$ cat config.mk
export PLATFORM = sky130hd
export DESIGN_NAME = synth_cfg_ctrl
export DESIGN_NICKNAME = d
export VERILOG_FILES = /design/src/rtl/synth_cfg_pkg.sv /design/src/rtl/cfg_shift.sv /design/src/rtl/cfg_latch.sv /design/src/rtl/cfg_testmux.sv /design/src/rtl/synth_cfg_ctrl.sv
export SDC_FILE = /design/constraint.sdc
export NUM_CORES = 1
export LEC_CHECK = 0
export BUFFER_PORTS_ARGS = -buffer_cell sky130_fd_sc_hd__buf_4
export CORE_ASPECT_RATIO = 1.4
export CORE_MARGIN = 5
export CORE_UTILIZATION = 50
export CTS_BUF_LIST = sky130_fd_sc_hd__clkbuf_4 sky130_fd_sc_hd__clkbuf_8
export DETAILED_ROUTE_END_ITERATION = 8
export PLACE_DENSITY = 0.75
export SYNTH_ARGS = -nofsm -noshare
export SYNTH_HDL_FRONTEND = slang
export SYNTH_HIERARCHICAL = 1
export SYNTH_SLANG_ARGS = --single-unit
$ cat constraint.sdc
create_clock -name clk -period 1.7 [get_ports clk]
set_input_delay 0.17 -clock clk [delete_from_list [all_inputs] [get_ports clk]]
set_output_delay 0.17 -clock clk [all_outputs]
set_load 0.005 [all_outputs]
$ cat src/rtl/synth_cfg_pkg.sv
package synth_cfg_pkg;
    localparam int TSEL_W = 3;

    typedef enum logic [TSEL_W-1:0] {
        SEL_SHIFT = 3'b000,
        SEL_HIGH  = 3'b001,
        SEL_REF   = 3'b010,
        SEL_MCNT  = 3'b011,
        SEL_SYN   = 3'b100,
        SEL_LOW   = 3'b101,
        SEL_BYP   = 3'b110,
        SEL_DIV4  = 3'b111
    } tsel_e;
endpackage

$ cat src/rtl/cfg_shift.sv
module cfg_shift #(
    parameter int SW = 14
) (
    input  logic          clk,
    input  logic          rst_n,
    input  logic          ser_clk,
    input  logic          ser_dat,
    input  logic          ser_ld,
    output logic [SW-1:0] sr,
    output logic          ld_pulse
);
    typedef struct packed {
        logic          sclk;
        logic          sld;
        logic [SW-1:0] word;
    } sh_st_t;

    sh_st_t st_d, st_q;

    always_comb begin
        st_d      = st_q;
        st_d.sclk = ser_clk;
        st_d.sld  = ser_ld;
        if (ser_clk && !st_q.sclk) begin
            st_d.word = {st_q.word[SW-2:0], ser_dat};
        end
    end

    always_ff @(posedge clk) begin
        if (!rst_n) st_q <= '0;
        else        st_q <= st_d;
    end

    assign sr       = st_q.word;
    assign ld_pulse = ser_ld && !st_q.sld;
endmodule

$ cat src/rtl/cfg_latch.sv
module cfg_latch #(
    parameter int MW = 9,
    parameter int NW = 2,
    parameter int TW = 3,
    localparam int SW = MW + NW + TW
) (
    input  logic          clk,
    input  logic          rst_n,
    input  logic          ld_pulse,
    input  logic [SW-1:0] sr,
    input  logic          par_ld,
    input  logic [MW-1:0] par_m,
    input  logic [NW-1:0] par_n,
    output logic [MW-1:0] m,
    output logic [NW-1:0] n,
    output logic [TW-1:0] t
);
    typedef struct packed {
        logic [TW-1:0] t;
        logic [NW-1:0] n;
        logic [MW-1:0] m;
    } hold_t;

    hold_t hold_d, hold_q;

    always_comb begin
        hold_d = hold_q;
        if (par_ld) begin
            hold_d.m = par_m;
            hold_d.n = par_n;
            hold_d.t = '0;
        end else if (ld_pulse) begin
            hold_d = hold_t'(sr);
        end
    end

    always_ff @(posedge clk) begin
        if (!rst_n) hold_q <= '0;
        else        hold_q <= hold_d;
    end

    assign m = hold_q.m;
    assign n = hold_q.n;
    assign t = hold_q.t;
endmodule

$ cat src/rtl/cfg_testmux.sv
module cfg_testmux
    import synth_cfg_pkg::*;
#(
    parameter int DIV_LOG2 = 2
) (
    input  logic              clk,
    input  logic              rst_n,
    input  logic [TSEL_W-1:0] t,
    input  logic              sr_msb,
    input  logic              ref_clk_in,
    input  logic              mcnt_in,
    input  logic              synth_in,
    output logic              test_out,
    output logic              bypass
);
    typedef struct packed {
        logic                syn_prev;
        logic [DIV_LOG2-1:0] div;
        logic                pin;
    } mx_st_t;

    mx_st_t mx_d, mx_q;
    logic   sel_bit;

    always_comb begin
        unique case (tsel_e'(t))
            SEL_SHIFT: sel_bit = sr_msb;
            SEL_HIGH:  sel_bit = 1'b1;
            SEL_REF:   sel_bit = ref_clk_in;
            SEL_MCNT:  sel_bit = mcnt_in;
            SEL_SYN:   sel_bit = synth_in;
            SEL_LOW:   sel_bit = 1'b0;
            SEL_BYP:   sel_bit = mcnt_in;
            default:   sel_bit = mx_q.div[DIV_LOG2-1];
        endcase
    end

    always_comb begin
        mx_d          = mx_q;
        mx_d.syn_prev = synth_in;
        if (synth_in && !mx_q.syn_prev) mx_d.div = mx_q.div + 1'b1;
        mx_d.pin      = sel_bit;
    end

    always_ff @(posedge clk) begin
        if (!rst_n) mx_q <= '0;
        else        mx_q <= mx_d;
    end

    assign test_out = mx_q.pin;
    assign bypass   = (tsel_e'(t) == SEL_BYP);
endmodule

$ cat src/rtl/synth_cfg_ctrl.sv
module synth_cfg_ctrl
    import synth_cfg_pkg::*;
#(
    parameter int MW       = 9,
    parameter int NW       = 2,
    parameter int DIV_LOG2 = 2
) (
    input  logic              clk,
    input  logic              rst_n,
    input  logic              ser_clk,
    input  logic              ser_dat,
    input  logic              ser_ld,
    input  logic              par_ld,
    input  logic [MW-1:0]     par_m,
    input  logic [NW-1:0]     par_n,
    input  logic              ref_clk_in,
    input  logic              mcnt_in,
    input  logic              synth_in,
    output logic [MW-1:0]     m_out,
    output logic [NW-1:0]     n_out,
    output logic [TSEL_W-1:0] t_out,
    output logic              bypass,
    output logic              test_out
);
    localparam int SW = MW + NW + TSEL_W;

    logic [SW-1:0] sr_w;
    logic          ld_w;

    cfg_shift #(.SW(SW)) shift_i (
        .clk(clk), .rst_n(rst_n), .ser_clk(ser_clk), .ser_dat(ser_dat),
        .ser_ld(ser_ld), .sr(sr_w), .ld_pulse(ld_w)
    );

    cfg_latch #(.MW(MW), .NW(NW), .TW(TSEL_W)) latch_i (
        .clk(clk), .rst_n(rst_n), .ld_pulse(ld_w), .sr(sr_w),
        .par_ld(par_ld), .par_m(par_m), .par_n(par_n),
        .m(m_out), .n(n_out), .t(t_out)
    );

    cfg_testmux #(.DIV_LOG2(DIV_LOG2)) mux_i (
        .clk(clk), .rst_n(rst_n), .t(t_out), .sr_msb(sr_w[SW-1]),
        .ref_clk_in(ref_clk_in), .mcnt_in(mcnt_in), .synth_in(synth_in),
        .test_out(test_out), .bypass(bypass)
    );
endmodule


==> impl_metrics.csv <==
group,metric,value,unit
status,status,"completed",
synthesis,syn_inst,147,
synthesis,synth-seq-cells,34,
floorplan,core_area,3120,µm²
setup_path,crit_chain,"nor2b_1 -> buf_4 -> mux2_2 -> o211a_1",
run,maxCapViolCount,0,
timing,grt_setup_unrepaired,"false",
placed_design,place_inst,200,
floorplan,io-pin-count,36,
floorplan,rows,24,
timing,whs,0.108,ns
setup_path,r2r_setup_slack,0.36,ns
setup_path,crit_buf_inv,1,
setup_path,cp-end-kind,"register",
global_route,grt_antenna_before_repair,0,
timing,max_freq,748,MHz
clock_network,cts_setup_buffers,0,
drt,routed_wl,2840,µm
setup_path,worstPathArrival,1.51,ns
setup_path,cp.depth,4,
setup_path,critPathMaxFanout,14,
timing,final.setup.tns,0,ns
placed_design,dp_hpwl,2030,µm
timing,setup_violations,0,
cells_and_area,drive_gt1_share,35.7,%
floorplan,start_util,51.6,%
timing,slew-limit-headroom,65.7,%
clock_network,clkLatencyLatePin,0.28,ns
synthesis,ys_warn_count,6,
clock_network,clk_pin_slew,0.06,ns
placed_design,gp_congestion,0.752,
clock_network,cts.path.max_buffers,2,
timing,period_minus_slack,1.34,ns
clock_network,cts_root_buffer,"clkbuf_8",
drt,route.detailed.drc,0,
setup_path,reg2reg_from,"shift_i/st_q[14]",
min_path,worstHoldStart,"ser_ld",
cells_and_area,antenna_cells,0,
min_path,whs_path_depth,2,
synthesis,synth_top_area_share,42.2,%
pwr,powerDensity,938,nW/µm²
setup_path,critical_path_class,"reg2reg",
clock_network,cts_inserted_buffers,5,
synthesis,yosysSeqAreaShare,42.2,%
floorplan,die_area,4470,µm²
placed_design,port_buffers,35,
pwr,p_leak,0.913,nW
clock_network,cts_tree,"done",
synthesis,syn-num-nets,167,
global_route,grt_pass1_wl,4860,µm
cells_and_area,stdcell_count,207,
setup_path,critPathLaunchType,"register",
global_route,overflow,0,
global_route,grt_max_degree,34,
timing,hold_viol,0,
cells_and_area,layout_common_cells,"36 x buf_4, 34 x dfxtp_1, 18 x mux2i_1, 17 x nand2_1, 11 x o211a_1",
floorplan,die_y,77.2,µm
setup_path,r2r_end,"latch_i/n[0]",
global_route,grt_usage,14.0,%
setup_path,required,1.87,ns
timing,tightest_slew,0.513,ns
floorplan,die_w,58.0,µm
timing,fin_skew,0.00813,ns
cells_and_area,syn2layout_area_growth,16.1,%
setup_path,ff2ff_path_depth,4,
clock_network,cts_hold_buf,0,
clock_network,cts_resized,0,
pwr,power,1.76,mW
pwr,ir_drop,0.000776,V
min_path,hp-class,"in2reg",
drt,drtAntennaViolNets,0,
synthesis,avgSynthCellArea,11.0,µm²
cells_and_area,nets,188,
drt,viasPerCell,5.00,
drt,routed-via-count,1035,
clock_network,cts_sinks,34,
clock_network,htreeDepth,2,
setup_path,critPathTopFamily,"multiplexers",
drt,drt_first_iter_violations,26,
synthesis,yosysTopAreaCell,"dfxtp_1",
synthesis,synth.top_cells.by_area,"dfxtp_1 42%, mux2i_1 11%, mux2_4 7.5%",
min_path,whs_endpoint,"shift_i/st_q[14]",
timing,finalMaxSlewViolations,0,
cells_and_area,final_common_cell,"buf_4",
synthesis,yosysUniqueCellTypes,27,
timing,fin_crit_sh,78.7,%
cells_and_area,fillers,272,
synthesis,syn_area,1610,µm²
global_route,grt_pass1_vias,1079,
setup_path,cp_slowest_cell,"mux2_2",
drt,drt_first_pass_iters,4,
setup_path,crit_path_max_incr_delay,0.37,ns
drt,wl_per_cell,13.7,µm
## worst max path at each step
stage / endpoint / start / slack [ns]
6_report: latch_i/n[0] / shift_i/st_q[14] / 0.36
5_1_grt: latch_i/n[0] / shift_i/st_q[14] / 0.30
4_1_cts: latch_i/n[0] / shift_i/st_q[14] / 0.35
3_5_place_dp: latch_i/n[0] / shift_i/st_q[14] / 0.36
3_3_place_gp: latch_i/m[7] / shift_i/st_q[14] / 0.40
2_1_floorplan: latch_i/m[0] / shift_i/st_q[14] / 0.31
## state kept, by name, summed over array words and instances, names as in the netlist
signal          flops
mux_i/test_out      1
latch_i/t           3
shift_i/sr         14
mux_i/mx_q          3
latch_i/n           2
shift_i/st_q        2
latch_i/m           9
## cells in the mapped netlist, drive strengths merged
master	instances
dfxtp	34
buf	20
mux2i	18
nand2	17
mux2	12
o211a	11
nand2b	6
or2b	6
and2	5
nor2	4
nor2b	3
and2b	2
clkbuf	2
and3	1
nand4b	1
nand4bb	1
o21ai	1
o221ai	1
xnor2	1
xor2	1
## power breakdown
group | internal (mW) | switching, mW | leakage (nW) | total (mW)
registers | 0.825 | 0.0153 | 0.278 | 0.840
logic | 0.115 | 0.0727 | 0.578 | 0.188
clock network | 0.468 | 0.259 | 0.0573 | 0.727
## area by class of cell
cell class                 count  area (µm²)  share of cell area [%]
timing repair buffer          36         270                    14.4
multi-input combinational     91         758                    40.5
tap                           39        48.8                    2.61
clock buffer                   6        82.6                    4.41
clock inverter                 1        30.0                    1.61
sequential                    34         681                    36.4
## stage by stage
step	instance area, µm²	setup WS [ns]	utilization [%]
after global placement	1760	0.402	56.3
after detailed placement	1760	0.364	56.3
after CTS	1870	0.355	59.9
after floorplan	1610	0.306	-
after global routing	1870	0.302	59.9
final	1870	0.363	59.9
## kinds of logic after synthesis
family,synth area share (%)
buffers and inverters,10.7
and+or+nand+nor,16.5
xor gates and xnor gates,1.09
AOI/OAI and AO/OA,8.07
DFF,42.2
muxes,21.4
## metal layers
layer	part of all wire (%)	GRT usage, %	wire (µm)	up-vias
li1	-	-	-	527
met1	39	15.8	1120	471
met3	8.2	5.55	232	5
met4	1.8	5.57	52	0
met2	51	23.1	1440	32
met5	0	0	0	-
(Power assumes the default switching activity.)
